File: src/rtl/rcd_pkg.sv
package rcd_pkg;

  // Two-of-three majority of a triplicated bit.
  function automatic logic maj3(input logic [2:0] v);
    return (v[0] & v[1]) | (v[1] & v[2]) | (v[0] & v[2]);
  endfunction

  // Clock edges from the release of a synchronizer input to the release of
  // its voted output: the flop chain plus the voter register.
  function automatic int unsigned sync_latency(input int unsigned depth);
    return depth + 1;
  endfunction

  // Edge, counted from release of the merged source, at which stage k releases.
  function automatic int unsigned stage_release_edge(input int unsigned k,
                                                     input int unsigned depth);
    return (k + 1) * sync_latency(depth);
  endfunction

endpackage

File: src/rtl/rcd_tmr_sync.sv
module rcd_tmr_sync #(
  parameter int unsigned DEPTH = 2
) (
  input  logic clk,
  input  logic async_set,
  output logic q,
  output logic agree
);
  import rcd_pkg::*;

  logic [2:0] taps;

  generate
    for (genvar g = 0; g < 3; g++) begin : g_copy
      logic [DEPTH-1:0] chain;
      always_ff @(posedge clk or posedge async_set) begin
        if (async_set) chain <= '1;
        else           chain <= {chain[DEPTH-2:0], 1'b0};
      end
      assign taps[g] = chain[DEPTH-1];
    end
  endgenerate

  always_ff @(posedge clk or posedge async_set) begin
    if (async_set) q <= 1'b1;
    else           q <= maj3(taps);
  end

  assign agree = (taps == 3'b000) || (taps == 3'b111);

endmodule

File: src/rtl/rcd_clear_pulse.sv
module rcd_clear_pulse (
  input  logic clk,
  input  logic rst,
  input  logic lvl,
  output logic fast,
  output logic slow
);
  logic prev;
  logic rise;

  assign rise = lvl & ~prev;

  always_ff @(posedge clk or posedge rst) begin
    if (rst) begin
      prev <= 1'b1;
      fast <= 1'b0;
      slow <= 1'b0;
    end else begin
      prev <= lvl;
      fast <= rise;
      slow <= rise | fast;
    end
  end

endmodule

File: src/rtl/rst_clear_dist.sv
module rst_clear_dist #(
  parameter int unsigned N_STAGES   = 3,
  parameter int unsigned SYNC_DEPTH = 2
) (
  input  logic                clk,
  input  logic                ext_rst_n,
  input  logic                sw_rst,
  input  logic                ext_clr,
  input  logic                sw_clr,
  output logic [N_STAGES-1:0] rst_out,
  output logic                clr_fast,
  output logic                clr_slow
);
  localparam int unsigned N_SYNC = N_STAGES + 1;

  logic              src_rst;
  logic              clr_req;
  logic              clr_src;
  logic              clr_sync;
  logic [N_SYNC-1:0] sync_agree;
  logic [N_STAGES:0] stage_in;

  assign src_rst     = ~ext_rst_n | sw_rst;
  assign clr_req     = ext_clr | sw_clr;
  assign clr_src     = clr_req | src_rst;
  assign stage_in[0] = src_rst;

  generate
    for (genvar k = 0; k < N_STAGES; k++) begin : g_stage
      rcd_tmr_sync #(.DEPTH(SYNC_DEPTH)) u_sync (
        .clk       (clk),
        .async_set (stage_in[k]),
        .q         (rst_out[k]),
        .agree     (sync_agree[k])
      );
      assign stage_in[k+1] = rst_out[k];
    end
  endgenerate

  rcd_tmr_sync #(.DEPTH(SYNC_DEPTH)) u_clr_sync (
    .clk       (clk),
    .async_set (clr_src),
    .q         (clr_sync),
    .agree     (sync_agree[N_STAGES])
  );

  rcd_clear_pulse u_pulse (
    .clk  (clk),
    .rst  (rst_out[0]),
    .lvl  (clr_sync),
    .fast (clr_fast),
    .slow (clr_slow)
  );

endmodule

File: config.mk
export PLATFORM = sky130hd
export DESIGN_NAME = rst_clear_dist
export DESIGN_NICKNAME = d
export VERILOG_FILES = /design/src/rtl/rcd_pkg.sv /design/src/rtl/rcd_tmr_sync.sv /design/src/rtl/rcd_clear_pulse.sv /design/src/rtl/rst_clear_dist.sv
export SDC_FILE = /design/constraint.sdc
export NUM_CORES = 1
export LEC_CHECK = 0
export BUFFER_PORTS_ARGS = -buffer_cell sky130_fd_sc_hd__buf_2
export CORE_AREA = 5 5 42 44
export DETAILED_ROUTE_END_ITERATION = 16
export DIE_AREA = 0 0 47 49
export GPL_ROUTABILITY_DRIVEN = 0
export SYNTH_ARGS = -nofsm -noshare
export SYNTH_HDL_FRONTEND = slang
export SYNTH_SLANG_ARGS = --single-unit
File: constraint.sdc
create_clock -name clk -period 0.8 [get_ports clk]
set_input_delay 0.04 -clock clk [delete_from_list [all_inputs] [get_ports clk]]
set_output_delay 0.04 -clock clk [all_outputs]
set_load 0.03 [all_outputs]
==> results_dict.tcl, run 1 <==
set metrics [dict create \
    synth_top_cell_by_area "dfstp_2" \
    htreeDepth 1 \
    ys_top_cells_by_area "dfstp_2 (72%), dfrtp_1 (11%), nor2b_4 (5.8%), buf_4 (4.8%), nor3b_2 (2.7%)" \
    met2_length_um 230 \
    fin_crit_ns 0.9780 \
    path_max_fanout 2 \
    r2r_setup_slack_ns -0.08 \
    drcViolationCount 0 \
    design_area_um2 638.1 \
    crit_chain "buf_6" \
    placed_area_um2 525.5 \
    maxSlewViolCount 0 \
    drt_wl_total_um 506 \
    synthToLayoutAreaGrowth_pct 35.28 \
    power.density_mw_per_mm2 2145 \
    hold_viol_final 0 \
    dieWidth_um 47 \
    pin_count 10 \
    regArea_um2 391.6 \
    port_buffers 9 \
    root_buffer "clkbuf_4" \
    syn_inst 25 \
    clkPwrFrac 0.296 \
    yosys_warnings 0 \
    antenna_cells 0 \
    via_per_inst 3.441 \
    nFillCells 125 \
    grt_max_degree 10 \
    antenna_found_initial 0 \
    r2r_cells 2 \
    fp.dieArea_mm2 0.002303 \
    drive_gt1_frac 0.6977 \
    leakage_nw 0.2941 \
    tritoncts "built" \
    multi_input_area_um2 67.56 \
    r2r_start "u_pulse.prev" \
    cp.required_ns 0.76 \
    cts_buffers 3 \
    hp-class "reg -> async" \
    crit_type "reg -> out" \
    power_frac_comb 0.090 \
    rows 14 \
    insertion_delay_ns 0.27 \
    initialDrtViolationCount 1 \
    cp_num_buf_inv 1 \
    core_area_mm2 0.001401 \
    start_util 0.3366 \
    fmax_mhz 1022 \
    dr.max_layer_used "met3" \
    critPathMaxStageDelay_ns 0.54 \
    grt_pass1_wl_um 848 \
    slowest_stage "dfstp_2" \
    grt-ovfl-total 0 \
    layout_setup_ws_ns -0.1780 \
    vias 203 \
    synth_seq_area_share 0.8302 \
    synth.avg_cell_area_um2 18.87 \
    power_frac_seq 0.614 \
    swShare 0.2167 \
    final-instance-count-excl-fill 59 \
    synth_area_um2 471.7 \
    max-cap-violations 0 \
    worst_setup_path_end_kind "primary output" \
    ys_ff_latch 15 \
    synth.distinct_cells 8 \
    critPathLaunchType "register" \
    detail_route.first_pass.iterations 2 \
    rsz0062_at_grt "yes" \
    cts_max_path_buffers 2 \
    final_common_cell "dfstp_2" \
    die_h_um 49 \
    grtUsageTotal 0.05671 \
    clock-skew-final_ns 0.001733 \
    period_share 1.223 \
    critPathTopFamily "flip-flops" \
    power_switching_mw 0.2965 \
    violations "setup timing" \
    dp.cells 50 \
    synthDominantCellAreaShare 0.7241 \
    outcome "finished, violations left" \
    antenna_left 0 \
    drt-met1-wl_um 225 \
    grt_pass1_vias 201 \
    wl_met3_um 50 \
    clock-sinks 15 \
    clk_pin_slew_worst_paths_ns 0.08 \
    max-vdd-ir-drop_mv 0.8390 \
    layout_common_cells "dfstp_2 (13), buf_6 (5), conb_1 (4), dlygate4sd3_1 (4), buf_2 (4)" \
    nets 49 \
    cp.arrival_ns 0.94 \
    wl_per_cell_um 8.576 \
    r2r_end "u_pulse.slow" \
    p_int_mw 1.072 \
    setup_violations 6 \
]
layout make-up:
cell class,instances,area share
clock buffers,3,0.03529
repair buffers,14,0.1941
clock inverters,1,0.007843
inverters,2,0.01176
well taps,16,0.03137
flip-flops and latches,15,0.6137
multi-input cells,8,0.1059
stage by stage:
step           TNS (ns)  setup WS, ns  power [mW]  hold WS [ns]    util
2_1_floorplan  -0.06487      -0.06487      0.9137       0.01354       -
3_3_place_gp   -0.06670      -0.06670      0.9320        0.1378  0.3750
3_5_place_dp   -0.07460      -0.07460      0.9362        0.1540  0.3750
4_1_cts         -0.7859       -0.1959       1.399        0.1857  0.4509
5_1_grt         -0.8984       -0.2112       1.444        0.2031  0.4554
6_report        -0.6772       -0.1780       1.368        0.1751  0.4554
power by group through the flow:
| stage | clock network (mW) | logic (mW) | registers (mW) |
|---|---|---|---|
| after global placement | 0 | 0.0840 | 0.848 |
| after detailed placement | 0 | 0.0860 | 0.850 |
| final | 0.405 | 0.123 | 0.840 |
| after floorplan | 0 | 0.0533 | 0.860 |
| after CTS | 0.436 | 0.121 | 0.842 |
| after global routing | 0.464 | 0.135 | 0.845 |
cell usage after synthesis (all sizes together):
cell / n
dfstp: 13
buf: 3
dfrtp: 2
inv: 2
nor2b: 2
conb: 1
nor3b: 1
or2: 1
repair_timing:
action                                 CTS  global route
gates resized for setup                 10             1
endpoints found under the hold margin    6             0
hold buffers                             4             0
setup endpoints to repair                6             9
setup buffers                            1             0
layer usage:
metal,vias up,track usage
li1,103,-
met1,92,0.07477
met2,8,0.05882
met3,0,0.03321
met4,0,0.05530
met5,-,0
registers in the layout (all words and copies together), names as in the netlist:
signal	cells
u_pulse.prev	1
u_pulse.slow	1
u_clr_sync.g_copy.chain	2
u_clr_sync.q	1
g_stage.u_sync.g_copy.chain	6
u_pulse.fast	1
g_stage.u_sync.q	3
worst register-to-register path, delay by kind of cell, from the launching register on:
kind	cells	cell delay, ns
flops	1	0.55
simple gates	2	0.23
worst max path at each step:
stage                             start      endpoint  slack [ns]  cells past startpoint
floorplan                  u_pulse.prev  u_pulse.slow       -0.06                      2
global placement           u_pulse.prev  u_pulse.slow       -0.07                      2
detailed placement         u_pulse.prev  u_pulse.slow       -0.07                      2
CTS                 g_stage[1].u_sync.q    rst_out[1]       -0.20                      1
global route        g_stage[0].u_sync.q    rst_out[0]       -0.21                      1
finish              g_stage[0].u_sync.q    rst_out[0]       -0.18                      1
cell families (layout without fill, tap and decap cells):
family                 Yosys count  count (layout)  synth area share
DFF                             15              15            0.8302
buffers and inverters            5              20           0.06366
and+or+nand+nor                  4               4           0.09816
other                            1               4          0.007950
Power figures use the tool's default switching activity.
==> run 2: changes to the inputs <==
SYNTH_HIERARCHICAL = 1   (was unset)
==> run 2 against run 1 <==
  * The flow still finishes with violations (setup timing)
  * Power decreased by 1.3%
  * Clock-buffer cell count increased by 1
  * Via count increased by 16%
  * Synthesized cell count increased by 12%
==> results_dict.tcl, run 2 <==
set metrics [dict create \
    via_per_inst 3.917 \
    layout_common_cells "dfstp_2 (13), inv_1 (5), buf_6 (5)" \
    power_mw 1.350 \
    antenna_found_initial 0 \
    power_switching_mw 0.2810 \
    grt_max_degree 9 \
    setup-tns-final_ns -0.6820 \
    synthToLayoutAreaGrowth_pct 32.52 \
    cp_num_buf_inv 1 \
    vias 235 \
    slowest_stage "dfstp_2" \
    largest_reg_flops 6 \
    grtUsageTotal 0.06528 \
    clock-sinks 15 \
    htreeDepth 1 \
    wl_per_cell_um 9.650 \
    setup_violations 6 \
    cts_buffers 3 \
    syn_inst 28 \
    final-instance-count-excl-fill 60 \
    critPathTopFamily "flip-flops" \
    top_regs "g_stage.u_sync/g_copy.chain: 6 flops, g_stage.u_sync/q: 3 flops, u_clr_sync/g_copy.chain: 2 flops" \
    antenna_cells 0 \
    insertion_delay_ns 0.27 \
    nFillCells 149 \
    cts_max_path_buffers 2 \
    antenna_left 0 \
    crit_type "reg -> out" \
    critPathMaxStageDelay_ns 0.55 \
    max-cap-violations 0 \
    p_int_mw 1.069 \
    port_buffers 9 \
    tritoncts "built" \
    clkPwrFrac 0.295 \
    drive_gt1_frac 0.6136 \
    core_area_mm2 0.001401 \
    fin_crit_ns 0.9821 \
    start_util 0.3295 \
    power_frac_seq 0.623 \
    outcome "finished, violations left" \
    synth_nets 33 \
    pre_cts_slack_ns -0.08524 \
    power_frac_comb 0.082 \
    max-vdd-ir-drop_mv 1.038 \
    dieWidth_um 47 \
    synth_area_um2 461.7 \
    design_area_um2 611.8 \
    die_h_um 49 \
    critPathLaunchType "register" \
    worst_setup_path_end_kind "primary output" \
    grt-ovfl-total 0 \
    drcViolationCount 0 \
    yosys_warnings 6 \
    pin_count 10 \
    period_share 1.228 \
    fp.dieArea_mm2 0.002303 \
    nets 50 \
    rsz0062_at_grt "yes" \
    crit_chain "buf_6" \
    grt_pass1_wl_um 1069 \
    top_register "g_stage.u_sync/g_copy.chain" \
    power.density_mw_per_mm2 2207 \
    fmax_mhz 1018 \
    dp_hpwl_um 406.5 \
    layout_setup_ws_ns -0.1821 \
    cp.required_ns 0.76 \
    final_common_cell "dfstp_2" \
    clock-skew-final_ns 0.001210 \
    detail_route.first_pass.iterations 1 \
    rows 14 \
    placed_area_um2 526.8 \
    initialDrtViolationCount 0 \
    synth.avg_cell_area_um2 16.49 \
    hp-class "in -> async" \
    maxSlewViolCount 0 \
    violations "setup timing" \
    path_max_fanout 2 \
    swShare 0.2081 \
    hold_viol_final 0 \
    drt_wl_total_um 579 \
    clk_pin_slew_worst_paths_ns 0.08 \
    dp.cells 53 \
    grt_pass1_vias 253 \
    cp.arrival_ns 0.94 \
    leakage_nw 0.2966 \
    root_buffer "clkbuf_4" \
]
[run 2: changes by cell type in the layout (fill, tap and decap cells not counted), sizes merged]
| cell | before | now |
|---|---|---|
| nor3b | 1 | 0 |
| or4b | 0 | 1 |
| clkinv | 1 | 0 |
| dlygate4sd3 | 4 | 2 |
| nor2b | 2 | 1 |
| nand2b | 0 | 1 |
| inv | 2 | 5 |
| clkbuf | 3 | 4 |
[run 2: metrics by stage]
step           utilization  hold WS, ns
3_5_place_dp        0.3759       0.1333
2_1_floorplan            -      0.01877
3_3_place_gp        0.3759       0.1308
5_1_grt             0.4366       0.2724
6_report            0.4366       0.2524
4_1_cts             0.4366       0.2301
[run 2: worst paths after layout]
| path | end | from | slack, ns | cells past startpoint |
|---|---|---|---|---|
| setup / recovery | rst_out[0] | g_stage[0].u_sync/q | -0.18 | 1 |
| hold reg to reg | u_pulse/slow | g_stage[0].u_sync/q | 0.26 | 2 |
| hold / removal | u_clr_sync/g_copy[2].chain[0] | ext_rst_n | 0.25 | 3 |
| min in group clk | g_stage[1].u_sync/q | g_stage[1].u_sync/g_copy[0].chain[1] | 0.36 | 0 |
| max in group asynchronous | g_stage[0].u_sync/q | sw_rst | 0.27 | 4 |
| setup reg to reg | u_pulse/slow | u_pulse/prev | -0.09 | 2 |
[run 2: area by class of cell]
type	instances	area, um^2	area share
Sequential cell	15	391.6	0.6401
Inverter	5	18.77	0.03067
Clock buffer	4	26.28	0.04294
Multi-Input combinational cell	8	51.30	0.08384
Timing Repair Buffer	12	103.9	0.1697
Tap cell	16	20.02	0.03272
[run 2: metal layers]
metal  routed length [um]  global-route usage  part of all wire
met5                    0                   0                 0
met4                    0             0.02765                 0
met3                   64             0.03321              0.11
met2                  304              0.1041              0.53
met1                  210             0.06993              0.36
[run 2: power groups by stage]
| stage | clock (mW) | combinational, mW | sequential, mW |
|---|---|---|---|
| CTS | 0.430 | 0.111 | 0.841 |
| detailed placement | 0 | 0.0824 | 0.851 |
| global route | 0.473 | 0.122 | 0.847 |
| floorplan | 0 | 0.0232 | 0.879 |
| global placement | 0 | 0.0800 | 0.849 |
| finish | 0.399 | 0.110 | 0.841 |
[run 2: repair_timing]
item,in CTS,in global routing
endpoints found under the hold margin,3,0
gates resized for setup,10,0
endpoints found under the setup margin,6,6
buffers inserted,1,0
hold buffers,2,0
